<file path="src/rtl/xcvr_pkg.sv">
package xcvr_pkg;

    typedef enum logic [1:0] {
        PM_HOLD    = 2'd0,
        PM_PASS    = 2'd1,
        PM_CAPTURE = 2'd2
    } path_mode_e;

    function automatic logic oe_active(input logic oe, input bit active_high);
        return (oe == active_high);
    endfunction

endpackage

</file>
<file path="src/rtl/xcvr_fall_det.sv">
module xcvr_fall_det (
    input  logic clk,
    input  logic rst_n,
    input  logic lvl,
    output logic fall
);
    logic lvl_d, lvl_q;

    always_comb begin
        lvl_d = lvl;
        fall  = lvl_q & ~lvl;
    end

    always_ff @(posedge clk or negedge rst_n) begin
        if (!rst_n) lvl_q <= 1'b0;
        else        lvl_q <= lvl_d;
    end
endmodule

</file>
<file path="src/rtl/xcvr_path.sv">
module xcvr_path
    import xcvr_pkg::*;
#(
    parameter int W       = 18,
    parameter bit OE_HIGH = 1'b1
) (
    input  logic         clk,
    input  logic         rst_n,
    input  logic [W-1:0] din,
    input  logic         le,
    input  logic         pclk,
    input  logic         oe,
    output logic [W-1:0] dout,
    output logic         drive
);
    typedef struct packed {
        logic [W-1:0] store;
        logic         armed;
    } path_st_t;

    path_st_t   st_d, st_q;
    logic       fall;
    logic       en_act;
    path_mode_e mode;

    xcvr_fall_det u_fall (
        .clk  (clk),
        .rst_n(rst_n),
        .lvl  (pclk),
        .fall (fall)
    );

    always_comb begin
        st_d   = st_q;
        en_act = oe_active(oe, OE_HIGH);
        mode   = PM_HOLD;
        if (!en_act) st_d.armed = 1'b1;
        if (le) begin
            mode       = PM_PASS;
            st_d.store = din;
        end else if (fall) begin
            mode       = PM_CAPTURE;
            st_d.store = din;
        end
        dout  = (mode == PM_PASS) ? din : st_q.store;
        drive = st_q.armed & en_act;
    end

    always_ff @(posedge clk or negedge rst_n) begin
        if (!rst_n) st_q <= '0;
        else        st_q <= st_d;
    end

    // the word passed while transparent is the one kept when the latch closes
    assert_track_R1: assert property (@(posedge clk) disable iff (!rst_n)
        le |=> (le || dout == $past(din)));

    // closed latch with no falling path clock keeps the output steady
    assert_hold_R2: assert property (@(posedge clk) disable iff (!rst_n)
        (!le && !fall) |=> (le || $stable(dout)));

    // a falling path clock stores the input seen at that edge
    assert_capture_R3: assert property (@(posedge clk) disable iff (!rst_n)
        (!le && fall) |=> (le || dout == $past(din)));
endmodule

</file>
<file path="src/rtl/bus_xcvr18.sv">
module bus_xcvr18 #(
    parameter int W          = 18,
    parameter bit AB_OE_HIGH = 1'b1,
    parameter bit BA_OE_HIGH = 1'b0
) (
    input  logic         clk,
    input  logic         rst_n,
    input  logic [W-1:0] a_in,
    output logic [W-1:0] a_out,
    output logic         a_oe,
    input  logic [W-1:0] b_in,
    output logic [W-1:0] b_out,
    output logic         b_oe,
    input  logic         ab_oe,
    input  logic         ab_le,
    input  logic         ab_clk,
    input  logic         ba_oe,
    input  logic         ba_le,
    input  logic         ba_clk,
    output logic         contention
);
    localparam int NDIR = 2;

    logic [NDIR-1:0][W-1:0] p_din, p_dout;
    logic [NDIR-1:0]        p_le, p_clk, p_oe, p_drive;

    assign p_din[0] = a_in;
    assign p_le[0]  = ab_le;
    assign p_clk[0] = ab_clk;
    assign p_oe[0]  = ab_oe;
    assign p_din[1] = b_in;
    assign p_le[1]  = ba_le;
    assign p_clk[1] = ba_clk;
    assign p_oe[1]  = ba_oe;

    for (genvar gi = 0; gi < NDIR; gi++) begin : g_dir
        xcvr_path #(
            .W      (W),
            .OE_HIGH(gi == 0 ? AB_OE_HIGH : BA_OE_HIGH)
        ) u_path (
            .clk  (clk),
            .rst_n(rst_n),
            .din  (p_din[gi]),
            .le   (p_le[gi]),
            .pclk (p_clk[gi]),
            .oe   (p_oe[gi]),
            .dout (p_dout[gi]),
            .drive(p_drive[gi])
        );
    end

    assign b_out      = p_dout[0];
    assign b_oe       = p_drive[0];
    assign a_out      = p_dout[1];
    assign a_oe       = p_drive[1];
    assign contention = p_drive[0] & p_drive[1];

    // an inactive A-to-B enable never lets the B port drive
    assert_b_release_R4: assert property (@(posedge clk) disable iff (!rst_n)
        (ab_oe != AB_OE_HIGH) |-> !b_oe);

    // an inactive B-to-A enable never lets the A port drive
    assert_a_release_R6: assert property (@(posedge clk) disable iff (!rst_n)
        (ba_oe != BA_OE_HIGH) |-> !a_oe);

    // contention only arises when both enable inputs are active
    assert_contention_R8: assert property (@(posedge clk) disable iff (!rst_n)
        contention |-> (ab_oe == AB_OE_HIGH && ba_oe == BA_OE_HIGH));
endmodule

</file>
<file path="config.mk">
export PLATFORM = sky130hd
export DESIGN_NAME = bus_xcvr18
export DESIGN_NICKNAME = d
export VERILOG_FILES = /design/src/rtl/xcvr_pkg.sv /design/src/rtl/xcvr_fall_det.sv /design/src/rtl/xcvr_path.sv /design/src/rtl/bus_xcvr18.sv
export SDC_FILE = /design/constraint.sdc
export NUM_CORES = 1
export LEC_CHECK = 0
export BUFFER_PORTS_ARGS = -buffer_cell sky130_fd_sc_hd__buf_2
export CAP_MARGIN = 20
export CELL_PAD_IN_SITES_DETAIL_PLACEMENT = 0
export CELL_PAD_IN_SITES_GLOBAL_PLACEMENT = 1
export CORE_UTILIZATION = 38
export DETAILED_ROUTE_END_ITERATION = 10
export GPL_TIMING_DRIVEN = 0
export PLACE_DENSITY_LB_ADDON = 0.1
export RECOVER_POWER = 100
export SLEW_MARGIN = 10
export SYNTH_ARGS = -nofsm -noshare
export SYNTH_HDL_FRONTEND = slang
export SYNTH_SLANG_ARGS = --single-unit
export TNS_END_PERCENT = 20
</file>
<file path="constraint.sdc">
create_clock -name clk -period 1.4 [get_ports clk]
set_input_delay 0.07 -clock clk [delete_from_list [all_inputs] [get_ports clk]]
set_output_delay 0.07 -clock clk [all_outputs]
set_load 0.1 [all_outputs]
</file>
# Word level (Yosys, flattened, before mapping)
# Index checks and enable logic that the tools add are counted.
# word_totals
regBits	40
latch_bits	0
ram_bits	0
romBits	0
inputBits	44
out_inout_bits	39
wordCells	28
memories	0
# classes
add_sub_neg	0
mul	0
div_mod_pow	0
magnitude_cmp	0
n_eq_ne	2
shifts	0
muxes	10
bitwise	8
reduce_logical	2
# ops
operator	count
2-to-1 mux 18 bit	6
2-to-1 mux 2 bit	4
bitwise AND 1 bit	5
equality test 2 x 1 -> 1 bit (second input constant)	2
nonzero test 2 bit	2
NOT 1 bit	3

# Logic depth before layout (Yosys ltp)
# logic_depth
word_depth	6
mapped_depth	4
mapped_depth_nobuf	3

# Hierarchy
# From an unflattened synthesis, not the netlist that was laid out.
# hier_totals
cells_unflattened	127
hier_area_um2	2063.2
# by_module_without_submodules
mod	instances	cells_per_inst	area_per_inst_um2	seq_area_each_um2
xcvr_path	2	61	989.7	475.5
xcvr_fall_det	2	2	38.8	25.0
bus_xcvr18	1	1	6.3	0.0

# Least setup slack after synthesis
# Ideal clock, no wire load.
# synth_path
path_type	reg2out
from	register g_dir[1].u_path.st_q[0] (netlist name)
to	output contention
arrival_time_ps	2607
required_ps	1330
path_slack_ps	-1277
path_stages_with_launch	3
n_path_buf	0
path_cell_list	dfrtp_1 nor2b_1 and2_1
# synth_via
elab_chain_len	2
# synth_rtl
item	line	text
start: declaration	xcvr_path.sv:21	path_st_t st_d, st_q;
start signal: assignment	xcvr_path.sv:51	else st_q <= st_d;
bitwise AND 1 bit	xcvr_path.sv:46	drive = st_q.armed & en_act;
named net a_oe	bus_xcvr18.sv:10	output logic a_oe,
bitwise AND 1 bit	bus_xcvr18.sv:56	assign contention = p_drive[0] & p_drive[1];
end: declaration	bus_xcvr18.sv:20	output logic contention
# The timed path passes the listed nets, and every way through them passes these cells.

# Worst setup path after layout
# layout_path
from	input ab_oe
to	output b_oe
# layout_via
elab_chain_len	1
# layout_rtl
item	line	text
start: declaration	bus_xcvr18.sv:14	input logic ab_oe,
bitwise AND 1 bit	xcvr_path.sv:46	
end: declaration	bus_xcvr18.sv:13	output logic b_oe,
# Every way passes these cells.

==> flow_metrics.py <==
metrics = {
    "run_status": {
        "status": "complete, but fails checks",
        "violations": "hold timing",
    },
    "critical_path": {
        "startpoint": "ab_oe",
        "path_max_fanout": 2,
        "crit_path_end": "b_oe",
        "r2r_slack_ns": 0.07,
        "worstPathArrival_ns": 1.28,
        "rr_worst_depth": 3,
        "startpoint_type": "primary input",
        "criticalPathCategory": "primary input to output port",
        "cp_data_required_time_ns": 1.33,
        "reg2reg_from": "g_dir[0].u_path.u_fall.lvl_q",
        "endpoint_kind": "output port",
        "r2r_end": "g_dir[0].u_path.st_q[15]",
    },
    "routing": {
        "wl_mm": 3.940,
        "drtPass1Iterations": 2,
        "routedWlPerCell_um": 13.54,
        "initialDrtViolationCount": 34,
        "vias": 1339,
        "via_per_inst": 4.601,
        "drc": 0,
        "ant_nets": 0,
    },
    "floorplan": {
        "dieArea_sq_um": 5640,
        "core_area_sq_um": 5140,
        "fp.dieH_um": 75.10,
        "initial_core_util": 0.3951,
        "ios": 83,
        "fp.dieW_um": 75.10,
        "rows": 26,
    },
    "job": {
        "maxCapViolations": 0,
    },
    "global_routing": {
        "antenna_found_initial": 0,
        "grt_pass1_vias": 1277,
        "grt_max_degree": 41,
        "grt_pass1_wl_mm": 6.016,
        "grt.total_usage": 0.1481,
        "grt_overflow": 0,
    },
    "placed_design": {
        "placed_area_sq_um": 2530,
        "place_inst": 277,
        "port_buffers": 80,
        "gp_routability_congestion": 0.7148,
        "hpwl_mm": 2.855,
        "pre_cts_ws_ns": 0.02907,
    },
    "layout": {
        "finalInstanceArea_sq_um": 2688,
        "fin_util": 0.5229,
        "area_growth_pct": 32.35,
        "antenna_cells": 0,
        "fin_nets": 264,
        "stdcell_count": 291,
        "nFillCells": 490,
        "drive_gt1_frac": 0.7376,
    },
    "hold_path": {
        "hold_class": "primary input to flop",
    },
    "synth": {
        "synth_seq_cells": 40,
        "synth.area.mux_share": 0.4362,
        "syn-num-nets": 171,
        "yosys_warnings": 0,
        "postSynthAreaPerCell_sq_um": 15.99,
        "ys_types": 12,
        "synthXorXnorAreaFrac": 0,
        "synthSimpleGateAreaFrac": 0.01540,
        "netlist_instances": 127,
        "synth_compound_area_frac": 0.01602,
        "synth_fa_ha_area_frac": 0,
        "syn_area_sq_um": 2031,
        "ys_seq_area_frac": 0.4929,
        "synth_top_family_by_area": "multiplexers",
    },
    "power": {
        "powerDensity_nw_per_um2": 1386,
        "max-vdd-ir-drop_v": 0.0006507,
        "p_leak_uw": 0.001272,
    },
    "sta": {
        "period_share": 0.9609,
        "rsz0062_at_grt": "false",
        "tightest_slew_ns": 1.009,
        "skew_ns": 0.01373,
        "fmax_ghz": 0.7433,
        "drv_slew": 0,
        "maxSlewHeadroom": 0.3274,
        "fin_ws_ns": 0.05468,
        "finalHoldViolations": 4,
        "finalSetupTns_ns": 0,
        "setup_viol": 0,
        "min_period_ns": 1.345,
        "hold_ws_ns": -0.01060,
    },
    "clock_tree": {
        "clock-sinks": 40,
        "cts_tree": "yes",
        "path_clk_slew_ns": 0.09,
        "cts_max_path_buffers": 2,
        "cts_buffers": 5,
        "cts.htree.levels": 2,
        "clk_latency_ns": 0.30,
        "root_buffer": "clkbuf_8",
    },
}
## power by group
| part | total (uW) | switching (uW) | internal [uW] |
|---|---|---|---|
| sequential | 1310 | 52.0 | 1260 |
| combinational | 1380 | 1030 | 359 |
| clock | 1030 | 397 | 629 |
## cell usage after synthesis
cell,count,area (sq um)
buf_2,2,10.01
a21oi_4,2,32.53
and2_1,2,12.51
nor2b_1,1,6.260
nand2b_1,1,6.260
dfrtp_1,40,1001
or2_2,1,6.260
mux2_4,20,300.3
buf_12,2,40.04
inv_1,2,7.510
buf_6,2,22.52
mux2_2,52,585.6
## per-layer routing
layer | share of wire | up-vias | global-route usage
li1 | - | 639 | -
met1 | 0.41 | 648 | 0.1891
met2 | 0.51 | 47 | 0.2322
met3 | 0.060 | 5 | 0.04685
met4 | 0.013 | 0 | 0.06289
met5 | 0 | - | 0
## layout by cell type, fill, tap and decap left out
cell	count
buf_2	77
mux2_2	52
dfrtp_1	40
mux2_4	12
mux2_1	8
clkbuf_8	7
dlygate4sd3_1	5
buf_12	3
clkbuf_2	3
buf_6	2
inv_1	2
and2_2	1
nor2b_4	1
and2_0	1
a21oi_4	1
a21oi_2	1
nand2b_1	1
or2_2	1
bufinv_16	1
clkbuf_1	1
buf_4	1
## how the worst min path moves through the flow
stage	cells past startpoint	from	slack (ns)	to
final	2	b_in[11]	-0.01	g_dir[1].u_path.st_q[12]
after global routing	2	b_in[14]	-0.009	g_dir[1].u_path.st_q[15]
after CTS	2	b_in[9]	0.001	g_dir[1].u_path.st_q[10]
after detailed placement	1	ba_clk	0.20	g_dir[1].u_path.u_fall.lvl_q
after global placement	1	ba_clk	0.19	g_dir[1].u_path.u_fall.lvl_q
after floorplan	0	rst_n	-0.23	g_dir[0].u_path.st_q[0]
## cells by family after synthesis
group | after synthesis
compound gates | 2
buf+inv | 8
flops | 40
mux | 72
simple gates | 5
## per-stage QoR
stage	hold WS, ns	total power (uW)
finish	-0.01060	3726
global route	-0.009245	3888
CTS	0.001168	3801
detailed placement	0.1983	2742
global placement	0.1946	2718
floorplan	-0.2256	2510
## layout make-up
cell class / instances / area (sq um) / area share
buffer: 6 / 72.57 / 0.02700
clock buffer: 7 / 96.34 / 0.03585
clock inverter: 1 / 30.03 / 0.01117
inverter: 2 / 7.507 / 0.002793
multi-input combinational: 79 / 920.9 / 0.3426
sequential: 40 / 1001 / 0.3724
tap: 70 / 87.58 / 0.03259
timing repair buffer: 86 / 471.7 / 0.1755
## flip-flops by register name, indices dropped and copies added (netlist names)
signal / count
g_dir.u_path.st_q: 38
g_dir.u_path.u_fall.lvl_q: 2
## critical path, stage by stage
cell and delay [ns]:
dlygate4sd3_1 0.52, buf_2 0.11, and2_2 0.14, clkbuf_2 0.45
## timing repair
action / 4_1_cts / 5_1_grt
endpoints found under the setup margin: 1 / 10
hold endpoints to repair: 43 / 1
buffers inserted: 0 / 1
pin swaps: 0 / 1
hold buffers: 4 / 1
gates resized for setup: 1 / 0
Power figures use the tool's default switching activity.
